`config.mk`:
```
export PLATFORM = sky130hd
export DESIGN_NAME = ictl_id_regs
export DESIGN_NICKNAME = d
export VERILOG_FILES = /design/src/rtl/ictl_id_pkg.sv /design/src/rtl/ictl_strap_capture.sv /design/src/rtl/ictl_mode_ctl.sv /design/src/rtl/ictl_id_store.sv /design/src/rtl/ictl_read_port.sv /design/src/rtl/ictl_id_regs.sv
export SDC_FILE = /design/constraint.sdc
export NUM_CORES = 1
export LEC_CHECK = 0
export ABC_CLOCK_PERIOD_IN_PS = 2000
export BUFFER_PORTS_ARGS = -buffer_cell sky130_fd_sc_hd__buf_2
export CELL_PAD_IN_SITES_DETAIL_PLACEMENT = 0
export CELL_PAD_IN_SITES_GLOBAL_PLACEMENT = 1
export CORE_ASPECT_RATIO = 0.7
export CORE_MARGIN = 2
export CORE_UTILIZATION = 33
export DETAILED_ROUTE_END_ITERATION = 6
export GPL_TIMING_DRIVEN = 0
export PLACE_DENSITY = 0.8
export SLEW_MARGIN = 20
export SYNTH_ARGS = -nofsm -noshare
export SYNTH_HDL_FRONTEND = slang
export SYNTH_SLANG_ARGS = --single-unit
```
`constraint.sdc`:
```
create_clock -name clk -period 2 [get_ports clk]
set_input_delay 0.1 -clock clk [delete_from_list [all_inputs] [get_ports clk]]
set_output_delay 0.1 -clock clk [all_outputs]
set_load 0.01 [all_outputs]
```
`src/rtl/ictl_id_pkg.sv`:
```
package ictl_id_pkg;
   localparam int XID_W = 32;

   typedef enum logic [1:0] {
      SEL_NONE = 2'd0,
      SEL_PHYS = 2'd1,
      SEL_LOG  = 2'd2,
      SEL_FMT  = 2'd3
   } reg_sel_e;

   // Logical ID formed at extended-mode entry: cluster from [19:4], one-hot member from [3:0]
   function automatic logic [XID_W-1:0] derive_logical(input logic [XID_W-1:0] pid);
      logic [15:0] member;
      member = 16'd1 << pid[3:0];
      return {pid[19:4], member};
   endfunction
endpackage

```
`src/rtl/ictl_strap_capture.sv`:
```
module ictl_strap_capture #(
   parameter int FIELD_W = 2,
   localparam int LEG_W = 4 * FIELD_W
) (
   input  logic                   clk,
   input  logic                   rst_n,
   input  logic [3:0][FIELD_W-1:0] fields,
   output logic                   cap_pulse,
   output logic                   captured,
   output logic [LEG_W-1:0]       cap_id
);
   // Field 3 lands in the top bits, field 0 in the bottom bits
   for (genvar g = 0; g < 4; g++) begin : g_pack
      assign cap_id[g*FIELD_W +: FIELD_W] = fields[g];
   end

   // The first edge with reset released is the capture edge
   assign cap_pulse = ~captured;

   always_ff @(posedge clk or negedge rst_n) begin
      if (!rst_n) captured <= 1'b0;
      else        captured <= 1'b1;
   end
endmodule

```
`src/rtl/ictl_mode_ctl.sv`:
```
module ictl_mode_ctl (
   input  logic clk,
   input  logic rst_n,
   input  logic mode_req,
   input  logic captured,
   output logic ext_mode,
   output logic enter_pulse
);
   assign enter_pulse = mode_req & captured & ~ext_mode;

   always_ff @(posedge clk or negedge rst_n) begin
      if (!rst_n)           ext_mode <= 1'b0;
      else if (enter_pulse) ext_mode <= 1'b1;
   end
endmodule

```
`src/rtl/ictl_id_store.sv`:
```
module ictl_id_store
   import ictl_id_pkg::*;
#(
   parameter int LEG_W = 8,
   parameter int FMT_W = 4
) (
   input  logic             clk,
   input  logic             rst_n,
   input  logic             cap_pulse,
   input  logic [LEG_W-1:0] cap_id,
   input  logic             enter_pulse,
   input  logic             ext_mode,
   input  logic             wr_phys,
   input  logic             wr_log,
   input  logic             wr_fmt,
   input  logic [XID_W-1:0] wdata,
   output logic [XID_W-1:0] phys_q,
   output logic [XID_W-1:0] log_q,
   output logic [FMT_W-1:0] fmt_q
);
   logic             locked;
   logic [LEG_W-1:0] wr_byte;

   assign locked  = ext_mode | enter_pulse;
   assign wr_byte = wdata[XID_W-1 -: LEG_W];

   always_ff @(posedge clk or negedge rst_n) begin
      if (!rst_n) begin
         phys_q <= '0;
         log_q  <= '0;
         fmt_q  <= '1;
      end else begin
         if (cap_pulse)               phys_q <= XID_W'(cap_id);
         else if (wr_phys && !locked) phys_q <= XID_W'(wr_byte);

         if (enter_pulse)             log_q <= derive_logical(phys_q);
         else if (wr_log && !locked)  log_q <= XID_W'(wr_byte);

         if (wr_fmt && !locked)       fmt_q <= wdata[XID_W-1 -: FMT_W];
      end
   end
endmodule

```
`src/rtl/ictl_read_port.sv`:
```
module ictl_read_port
   import ictl_id_pkg::*;
#(
   parameter int LEG_W    = 8,
   parameter int FMT_W    = 4,
   parameter int READ_LAT = 1
) (
   input  logic             clk,
   input  logic             rst_n,
   input  logic             rd_req,
   input  reg_sel_e         sel,
   input  logic             ext_mode,
   input  logic [XID_W-1:0] phys_q,
   input  logic [XID_W-1:0] log_q,
   input  logic [FMT_W-1:0] fmt_q,
   output logic             rd_valid,
   output logic [XID_W-1:0] rd_data
);
   localparam int PAD_W = XID_W - LEG_W;
   localparam int FPAD_W = XID_W - FMT_W;

   logic [XID_W-1:0] word;

   always_comb begin
      unique case (sel)
         SEL_PHYS: word = ext_mode ? phys_q : {phys_q[LEG_W-1:0], {PAD_W{1'b0}}};
         SEL_LOG:  word = ext_mode ? log_q  : {log_q[LEG_W-1:0], {PAD_W{1'b0}}};
         SEL_FMT:  word = {fmt_q, {FPAD_W{1'b0}}};
         default:  word = '0;
      endcase
   end

   if (READ_LAT == 0) begin : g_comb
      logic unused_clk;
      assign unused_clk = clk ^ rst_n;
      assign rd_valid   = rd_req;
      assign rd_data    = rd_req ? word : '0;
   end else begin : g_reg
      always_ff @(posedge clk or negedge rst_n) begin
         if (!rst_n) begin
            rd_valid <= 1'b0;
            rd_data  <= '0;
         end else begin
            rd_valid <= rd_req;
            rd_data  <= rd_req ? word : '0;
         end
      end
   end
endmodule

```
`src/rtl/ictl_id_regs.sv`:
```
module ictl_id_regs
   import ictl_id_pkg::*;
#(
   parameter int               FIELD_W  = 2,
   parameter int               FMT_W    = 4,
   parameter int               ADDR_W   = 12,
   parameter int               READ_LAT = 1,
   parameter logic [ADDR_W-1:0] OFF_PHYS = 12'h020,
   parameter logic [ADDR_W-1:0] OFF_LOG  = 12'h0D0,
   parameter logic [ADDR_W-1:0] OFF_FMT  = 12'h0E0
) (
   input  logic               clk,
   input  logic               rst_n,
   input  logic [FIELD_W-1:0] strap_cluster,
   input  logic [FIELD_W-1:0] strap_package,
   input  logic [FIELD_W-1:0] strap_core,
   input  logic [FIELD_W-1:0] strap_thread,
   input  logic               ext_mode_req,
   input  logic               req_valid,
   input  logic               req_write,
   input  logic [ADDR_W-1:0]  req_addr,
   input  logic [XID_W-1:0]   req_wdata,
   output logic               rd_valid,
   output logic [XID_W-1:0]   rd_data,
   output logic               ext_mode,
   output logic [XID_W-1:0]   phys_id,
   output logic [XID_W-1:0]   logical_id,
   output logic [FMT_W-1:0]   dest_model
);
   localparam int LEG_W = 4 * FIELD_W;

   if (FIELD_W < 1 || FIELD_W > 4) begin : g_bad_field
      $error("FIELD_W must lie in 1..4");
   end
   if (FMT_W < 1 || FMT_W > XID_W) begin : g_bad_fmt
      $error("FMT_W out of range");
   end
   if (READ_LAT != 0 && READ_LAT != 1) begin : g_bad_lat
      $error("READ_LAT must be 0 or 1");
   end
   if (OFF_PHYS == OFF_LOG || OFF_PHYS == OFF_FMT || OFF_LOG == OFF_FMT) begin : g_bad_off
      $error("register offsets must differ");
   end

   logic                   cap_pulse, captured, enter_pulse;
   logic [LEG_W-1:0]       cap_id;
   logic [3:0][FIELD_W-1:0] fields;
   reg_sel_e               sel;
   logic                   wr_phys, wr_log, wr_fmt, rd_req;
   logic [XID_W-1:0]       phys_q, log_q;
   logic [FMT_W-1:0]       fmt_q;
   logic                   unused_wdata;

   assign fields       = {strap_cluster, strap_package, strap_core, strap_thread};
   assign unused_wdata = ^req_wdata;

   always_comb begin
      if      (req_addr == OFF_PHYS) sel = SEL_PHYS;
      else if (req_addr == OFF_LOG)  sel = SEL_LOG;
      else if (req_addr == OFF_FMT)  sel = SEL_FMT;
      else                           sel = SEL_NONE;
   end

   assign wr_phys = req_valid & req_write & (sel == SEL_PHYS);
   assign wr_log  = req_valid & req_write & (sel == SEL_LOG);
   assign wr_fmt  = req_valid & req_write & (sel == SEL_FMT);
   assign rd_req  = req_valid & ~req_write;

   ictl_strap_capture #(.FIELD_W(FIELD_W)) u_cap (
      .clk(clk), .rst_n(rst_n), .fields(fields),
      .cap_pulse(cap_pulse), .captured(captured), .cap_id(cap_id)
   );

   ictl_mode_ctl u_mode (
      .clk(clk), .rst_n(rst_n), .mode_req(ext_mode_req), .captured(captured),
      .ext_mode(ext_mode), .enter_pulse(enter_pulse)
   );

   ictl_id_store #(.LEG_W(LEG_W), .FMT_W(FMT_W)) u_store (
      .clk(clk), .rst_n(rst_n), .cap_pulse(cap_pulse), .cap_id(cap_id),
      .enter_pulse(enter_pulse), .ext_mode(ext_mode),
      .wr_phys(wr_phys), .wr_log(wr_log), .wr_fmt(wr_fmt), .wdata(req_wdata),
      .phys_q(phys_q), .log_q(log_q), .fmt_q(fmt_q)
   );

   ictl_read_port #(.LEG_W(LEG_W), .FMT_W(FMT_W), .READ_LAT(READ_LAT)) u_rd (
      .clk(clk), .rst_n(rst_n), .rd_req(rd_req), .sel(sel), .ext_mode(ext_mode),
      .phys_q(phys_q), .log_q(log_q), .fmt_q(fmt_q),
      .rd_valid(rd_valid), .rd_data(rd_data)
   );

   assign phys_id    = phys_q;
   assign logical_id = log_q;
   assign dest_model = fmt_q;
endmodule

```
-- Yosys cells after proc, flatten, opt, wreduce, memory -nomap -nowiden
Cells that the tools add are included.
- bits of input ports: 57
- bits in registers: 103
- word-level logic and storage cells: 41
- output and inout bits: 102
- shift-type cells: 1
- reduce and logical (&&, ||, !) cells: 5
- bitwise operators: 10
- eq/ne operators: 7
- muxes and demuxes: 11
- operator list (cell ; number):
    32-bit 2-to-1 mux ; 7
    32-bit one-hot mux with 3 select lines ; 1
    12-bit by 8-bit equality test with 1-bit output (second input constant) ; 2
    1-bit by 4-bit << shifter with 16-bit output (first input constant) ; 1
    12-bit by 6-bit equality test with 1-bit output (second input constant) ; 1
    1-bit bitwise AND ; 7
    2-bit 2-to-1 mux ; 3
    2-bit equality test (second input constant) ; 2
    1-bit logical AND ; 3
    2-bit by 1-bit equality test with 1-bit output (second input constant) ; 1
    2-bit by 1-bit != test with 1-bit output (second input constant) ; 1
    1-bit NOT ; 2
    2-bit nonzero test ; 1
    1-bit zero test ; 1
    1-bit OR ; 1

-- Depth between registers and ports, before layout
Gate-level depths: netlist of run 1.
- depth after elaboration: 9
- mapped depth: 6
- mapped depth without buffers: 4

-- By module
Synthesis of run 1 repeated with hierarchy kept, for this count alone.
- cells, all modules: 316
- area total of the unflattened synthesis: 3565.9 um2
- modules (own cells, without submodules) (module ; area an instance (um2) ; instances ; seq. area each (um2) ; cells each):
    ictl_id_store ; 1691.6 ; 1 ; 805.8 ; 160
    ictl_read_port ; 1619.1 ; 1 ; 825.8 ; 127
    ictl_id_regs ; 120.1 ; 1 ; 0.0 ; 15
    ictl_strap_capture ; 92.6 ; 1 ; 25.0 ; 11
    ictl_mode_ctl ; 42.5 ; 1 ; 25.0 ; 3

-- Worst setup path before layout of run 1
Ideal clock, no wire load.
- path type: reg2reg
- from: reg u_cap.captured
- to: reg u_store.fmt_q[0]
- period minus slack after synthesis: 1.594 ns
- arrival time: 1.512 ns
- library setup time: 0.082 ns
- cell stages (with the launch flop): 7
- path buffers: 2
- path slack: 0.406 ns
- data required time: 1.918 ns
- cell sequence: dfrtp_1 -> buf_2 -> a21oi_1 -> and3_1 -> buf_4 -> nand3_1 -> mux2_2
- cells in the longest elaborated chain, start to end: 5
- ends and longest elaborated chain (element ; line ; source):
    start: declaration ; ictl_strap_capture.sv:9 ; output logic captured,
    start signal: assignment ; ictl_strap_capture.sv:21 ; if (!rst_n) captured <= 1'b0;
    start signal: assignment ; ictl_strap_capture.sv:22 ; else captured <= 1'b1;
    1-bit bitwise AND (2 in series) ; ictl_mode_ctl.sv:9 ; assign enter_pulse = mode_req & captured & ~ext_mode;
    1-bit OR ; ictl_id_store.sv:24 ; assign locked = ext_mode | enter_pulse;
    1-bit zero test ; ictl_id_store.sv:39 ; if (wr_fmt && !locked) fmt_q <= wdata[XID_W-1 -: FMT_W];
    1-bit logical AND ; ictl_id_store.sv:39 ;
    end signal: assignment ; ictl_id_store.sv:39 ;
    end: declaration ; ictl_id_store.sv:19 ; output logic [FMT_W-1:0] fmt_q
No other way between the ends.
A chain may end at the register's enable or synchronous reset.

-- Worst setup path in the final report of run 1
- from: reg u_cap.captured
- to: reg u_store.fmt_q[1]
The elaborated chain is that of the path after synthesis.

==> impl_metrics.tcl, run 1 <==
set metrics [dict create \
    setup_tns_ns 0 \
    initial_utilization_pct 34.5 \
    arrival_ns 2.08 \
    antenna_found_initial 0 \
    syn_area_mm2 0.00298 \
    die_h_um 83.4 \
    timing.final.crit_period_ns 1.83 \
    clk-insertion-delay-late_ns 0.32 \
    antennaDiodeCount 0 \
    synth_top_area_share_pct 49.6 \
    grt_usage_pct 16.9 \
    worstMarginPinSlew_ns 0.764 \
    ys_ff_latch 63 \
    drc 0 \
    multiInputGateArea_mm2 0.00115 \
    cp-end-kind "register" \
    die_x_um 117 \
    wl_um 8020 \
    cp_data_required_time_ns 2.25 \
    num-fill-cells 836 \
    firstDrtPassIters 4 \
    numCtsBuffers 9 \
    dieArea_mm2 0.00980 \
    yosys.cell_types.count 44 \
    grt_pass1_wl_um 12800 \
    ir_worst_vdd_mv 0.467 \
    grt_max_degree 64 \
    routed-via-count 2522 \
    cts_tree "yes" \
    portBuffers 94 \
    critPathKind "register to register" \
    relSlewSlack_pct 49.1 \
    seqCellArea_mm2 0.00158 \
    cts_max_level 3 \
    period_share_pct 91.3 \
    setup_viol 0 \
    crit_start "u_cap.captured$_DFF_PN0_" \
    place_area_mm2 0.00374 \
    slew_violations 0 \
    synth_xor_area_share_pct 0.294 \
    yosysSeqAreaShare_pct 53.2 \
    clockBufferDepth 2 \
    synthAdderAreaFrac_pct 0 \
    worstPathMaxFanout 10 \
    gp_congestion 0.861 \
    core_mm2 0.00862 \
    root_buffer "clkbuf_16" \
    placed_cells 531 \
    ys_warn_count 0 \
    synthCells 278 \
    final_antenna_net_count 0 \
    fin_cells 548 \
    syn_avg_cell_area_um2 10.7 \
    crit_path_start_kind "register" \
    p_leak_uw 0.00210 \
    yosys.area.top_type "dfrtp_1" \
    synth_compound_area_share_pct 16.6 \
    reg2reg_from "u_cap.captured$_DFF_PN0_" \
    drive_gt1_share_pct 40.2 \
    grt_pass1_vias 2312 \
    hold_class "input pin to register" \
    cts.sinks 63 \
    design_area_mm2 0.00405 \
    synth_top_family_by_area "compound AO/OA/AOI/OAI gates" \
    area_growth_pct 36.2 \
    postCtsSetupBuffers 0 \
    max_freq_mhz 547 \
    avgViaCountPerCell 4.60 \
    outcome "completed" \
    powerDensity_mw_per_mm2 835 \
    cap_violations 0 \
    fin_nets 480 \
    ios 159 \
    first_iter_violations 197 \
    final_common_cell "buf_2" \
    worstHoldStart "req_write" \
    hold_violations 0 \
    rows 28 \
    clkTransAtPathRegs_ns 0.05 \
    ys_top_cells_by_area "dfrtp_1 50%, buf_4 10%, dfstp_2 3.5%, nor2_1 3.0%, and2_1 2.5%" \
    holdWs_ns 0.0275 \
    final_cell_mix "95 x buf_2, 59 x dfrtp_1, 42 x buf_4" \
    finClkSkew_ns 0.00852 \
    wl_per_cell_um 14.6 \
    rsz0062_at_grt "no" \
    hpwl_um 6220 \
    synthSimpleGateAreaFrac_pct 15.0 \
    overflow 0 \
    synth_mux_area_share_pct 1.51 \
]
==> cells by family after synthesis <==
logic type	after synthesis
AOI/OAI and AO/OA	64
xor gates and xnor gates	1
buffers and inverters	61
DFF	63
muxes	4
other	2
and+or+nand+nor	83
==> worst max-delay path, stage by stage, from the launching register on <==
cell	delay [ns]
dfrtp_1	0.35
buf_2	0.19
a21oi_1	0.22
and3_1	0.25
buf_4	0.22
nand3_1	0.20
mux2_2	0.33
==> worst paths after layout <==
path / depth (start not counted) / end / slack (ns)
worst max-delay path: 6 / u_store.fmt_q[1]$_DFFE_PN1P_ / 0.17
worst min-delay path: 2 / u_rd.rd_valid$_DFF_PN0_ / 0.03
worst max register to register: 6 / u_store.fmt_q[1]$_DFFE_PN1P_ / 0.17
worst min register to register: 1 / u_rd.rd_data[11]$_DFF_PN0_ / 0.50
max in group asynchronous: 2 / u_store.phys_q[0]$_DFFE_PN0P_ / 1.09
min in group asynchronous: 2 / u_rd.rd_data[16]$_DFF_PN0_ / 0.40
==> stage by stage <==
step / total power, uW / util [%] / setup WS, ns
after floorplan: 1680 / - / 0.406
after detailed placement: 1900 / 43.5 / 0.156
after global placement: 1890 / 43.4 / 0.178
final: 3380 / 47.0 / 0.173
after CTS: 3410 / 47.0 / 0.141
after global routing: 3540 / 47.0 / 0.0456
==> layout make-up <==
type	count	area share, %
sequential	63	39.0
multi-input combinational	193	28.4
timing repair buffer	95	11.9
buffer	53	8.99
clock buffer	12	6.08
tap	120	3.71
clock inverter	4	1.11
inverter	8	0.741
==> Yosys cell counts <==
library cell / number
or2_2: 1
nor2_1: 24
a22oi_1: 8
nand3_1: 14
o221a_1: 3
and3_1: 3
o21ai_0: 15
nand2b_1: 3
mux2_2: 4
nor3_2: 1
nor2b_1: 1
dfstp_2: 4
o32a_1: 4
nand2_1: 8
and2_1: 12
nand4_1: 1
buf_2: 2
conb_1: 2
or4_1: 1
a21o_4: 1
a31oi_1: 8
and4b_1: 2
o31ai_1: 2
clkbuf_1: 6
buf_1: 2
xor2_1: 1
nor4b_1: 1
o22ai_1: 4
and3b_1: 1
buf_6: 1
a21oi_1: 2
buf_4: 41
a32oi_1: 4
nand2_4: 1
a22o_1: 2
dfrtp_1: 59
nor3_1: 5
nand4b_1: 1
o221a_2: 5
clkbuf_2: 1
a32o_1: 6
inv_1: 8
nor4_1: 2
or4_4: 1
==> flip-flops by register name, indices dropped and copies added (netlist names) <==
signal and cells:
u_cap.captured 1, u_mode.ext_mode 1, u_rd.rd_data 28, u_rd.rd_valid 1, u_store.fmt_q 4, u_store.log_q 20
u_store.phys_q 8
==> power by group <==
part / leakage, uW / total [uW] / internal, uW / switching, uW
Combinational: 0.00114 / 436 / 198 / 238
Clock: 0.000146 / 1500 / 990 / 514
Sequential: 0.000812 / 1440 / 1360 / 82.9
Total: 0.00210 / 3380 / 2550 / 835
==> repair_timing <==
| action | CTS | global route |
|---|---|---|
| endpoints found under the hold margin | 59 | 0 |
| resized for setup | 0 | 1 |
| endpoints found under the setup margin | 0 | 4 |
| hold buffers | 1 | 0 |
==> metal layers <==
| layer | GRT usage (%) | vias up | routed length (um) |
|---|---|---|---|
| met5 | 0 | - | 0 |
| met4 | 3.61 | 0 | 46 |
| met3 | 6.11 | 7 | 745 |
| met2 | 24.1 | 120 | 3440 |
| met1 | 24.5 | 1183 | 3790 |
| li1 | - | 1212 | - |
Note: power is estimated with default switching activity, not from simulation.
==> run 2: changes to the inputs <==
ABC_CLOCK_PERIOD_IN_PS = 2020   (was 2000)
clock period = 2.02 ns   (was 2 ns; I/O delays follow)
==> impl_metrics.tcl, run 2 (same netlist as run 1, synthesis figures left out) <==
set metrics [dict create \
    outcome "completed" \
    rsz0062_at_grt "no" \
    hpwl_um 6220 \
    wl_um 8040 \
    period_share_pct 95.0 \
    avgViaCountPerCell 4.62 \
    area_growth_pct 36.0 \
    routed-via-count 2534 \
    hold_violations 0 \
    portBuffers 94 \
    setup_ws_ns 0.102 \
    cp_data_required_time_ns 2.20 \
    setup_viol 0 \
    initial_utilization_pct 34.5 \
    top_register "u_rd.rd_data" \
    drive_gt1_share_pct 40.0 \
    worstHoldStart "req_write" \
    die_h_um 83.4 \
    fin_nets 480 \
    cp-end-kind "register" \
    clk-insertion-delay-late_ns 0.33 \
    cts_tree "yes" \
    core_mm2 0.00862 \
    cts_max_level 3 \
    antennaDiodeCount 0 \
    final_antenna_net_count 0 \
    drc 0 \
    overflow 0 \
    worstPathMaxFanout 10 \
    grt_pass1_vias 2312 \
    dieArea_mm2 0.00980 \
    worstMarginPinSlew_ns 0.773 \
    cts_resized 0 \
    cts.sinks 63 \
    crit_start "u_cap.captured$_DFF_PN0_" \
    max_freq_mhz 521 \
    grt_pass1_wl_um 12800 \
    firstDrtPassIters 5 \
    first_iter_violations 195 \
    largest_reg_flops 28 \
    gp_congestion 0.861 \
    p_leak_uw 0.00210 \
    final_common_cell "buf_2" \
    reg2reg_from "u_cap.captured$_DFF_PN0_" \
    reg_top3 "u_rd.rd_data x28, u_store.log_q x20, u_store.phys_q x8" \
    clockBufferDepth 2 \
    die_x_um 117 \
    finClkSkew_ns 0.00914 \
    hold_class "input pin to register" \
    holdWs_ns 0.0196 \
    cap_violations 0 \
    grt_usage_pct 16.9 \
    rows 28 \
    num-fill-cells 836 \
    ir_worst_vdd_mv 0.468 \
    numCtsBuffers 9 \
    slew_violations 0 \
    arrival_ns 2.09 \
    dp_slack_ns 0.176 \
    root_buffer "clkbuf_16" \
    grt_max_degree 64 \
    clkTransAtPathRegs_ns 0.05 \
    critPathKind "register to register" \
    crit_path_start_kind "register" \
    ios 159 \
    relSlewSlack_pct 48.5 \
    antenna_found_initial 0 \
    setup_tns_ns 0 \
    wl_per_cell_um 14.7 \
    final_cell_mix "95 x buf_2, 59 x dfrtp_1, 42 x buf_4" \
    timing.final.crit_period_ns 1.92 \
    powerDensity_mw_per_mm2 829 \
]
run 2: metrics by stage:
step / area (um2) / util [%] / total power [uW] / cells
6_report: 4050 / 47.0 / 3350 / 548
2_1_floorplan: 3120 / - / 1670 / 317
4_1_cts: 4050 / 47.0 / 3380 / 548
3_5_place_dp: 3740 / 43.5 / 1880 / 531
3_3_place_gp: 3740 / 43.4 / 1870 / 531
5_1_grt: 4050 / 47.0 / 3500 / 548
run 2: routing by layer:
layer  track usage, %  vias to the layer above  wire length, um
li1                 -                     1212                -
met1             24.5                     1179             3810
met2             24.1                      136             3440
met3             6.11                        7              742
met4             3.61                        0               47
met5                0                        -                0
run 2: critical path, cell delays in order (launching register included):
cell and delay [ns]:
dfrtp_1 0.35, buf_2 0.18, a21oi_1 0.22, nand3_1 0.36
nor3_1 0.49, o22ai_1 0.16
run 2: power by group:
group          switching [uW]  leakage [uW]  internal, uW  total (uW)
clock                     514      0.000146           980        1490
combinational             236       0.00114           196         432
sequential               81.5      0.000812          1350        1430
run 2: worst paths after layout:
check / end / cells after the start / slack, ns
worst max-delay path: u_store.log_q[19]$_DFFE_PN0P_ / 5 / 0.10
worst min-delay path: u_rd.rd_valid$_DFF_PN0_ / 2 / 0.02
worst max register to register: u_store.log_q[19]$_DFFE_PN0P_ / 5 / 0.10
worst min register to register: u_rd.rd_data[11]$_DFF_PN0_ / 1 / 0.50
max in group asynchronous: u_store.log_q[12]$_DFFE_PN0P_ / 2 / 1.10
min in group asynchronous: u_rd.rd_data[16]$_DFF_PN0_ / 2 / 0.40
run 2: timing repair:
| action | 4_1_cts | 5_1_grt |
|---|---|---|
| endpoints found under the setup margin | 0 | 0 |
| hold buffers | 1 | 0 |
| endpoints found under the hold margin | 59 | 0 |
| buffers inserted | 0 | 0 |
run 2: cell type report:
type | instances | area, um2 | area share [%]
inverter | 8 | 30.0 | 0.742
clock inverter | 4 | 45.0 | 1.11
sequential | 63 | 1580 | 39.1
timing repair buffer | 95 | 483 | 11.9
tap | 120 | 150 | 3.71
multi-input combinational | 193 | 1150 | 28.3
buffer | 53 | 364 | 9.00
clock buffer | 12 | 246 | 6.09
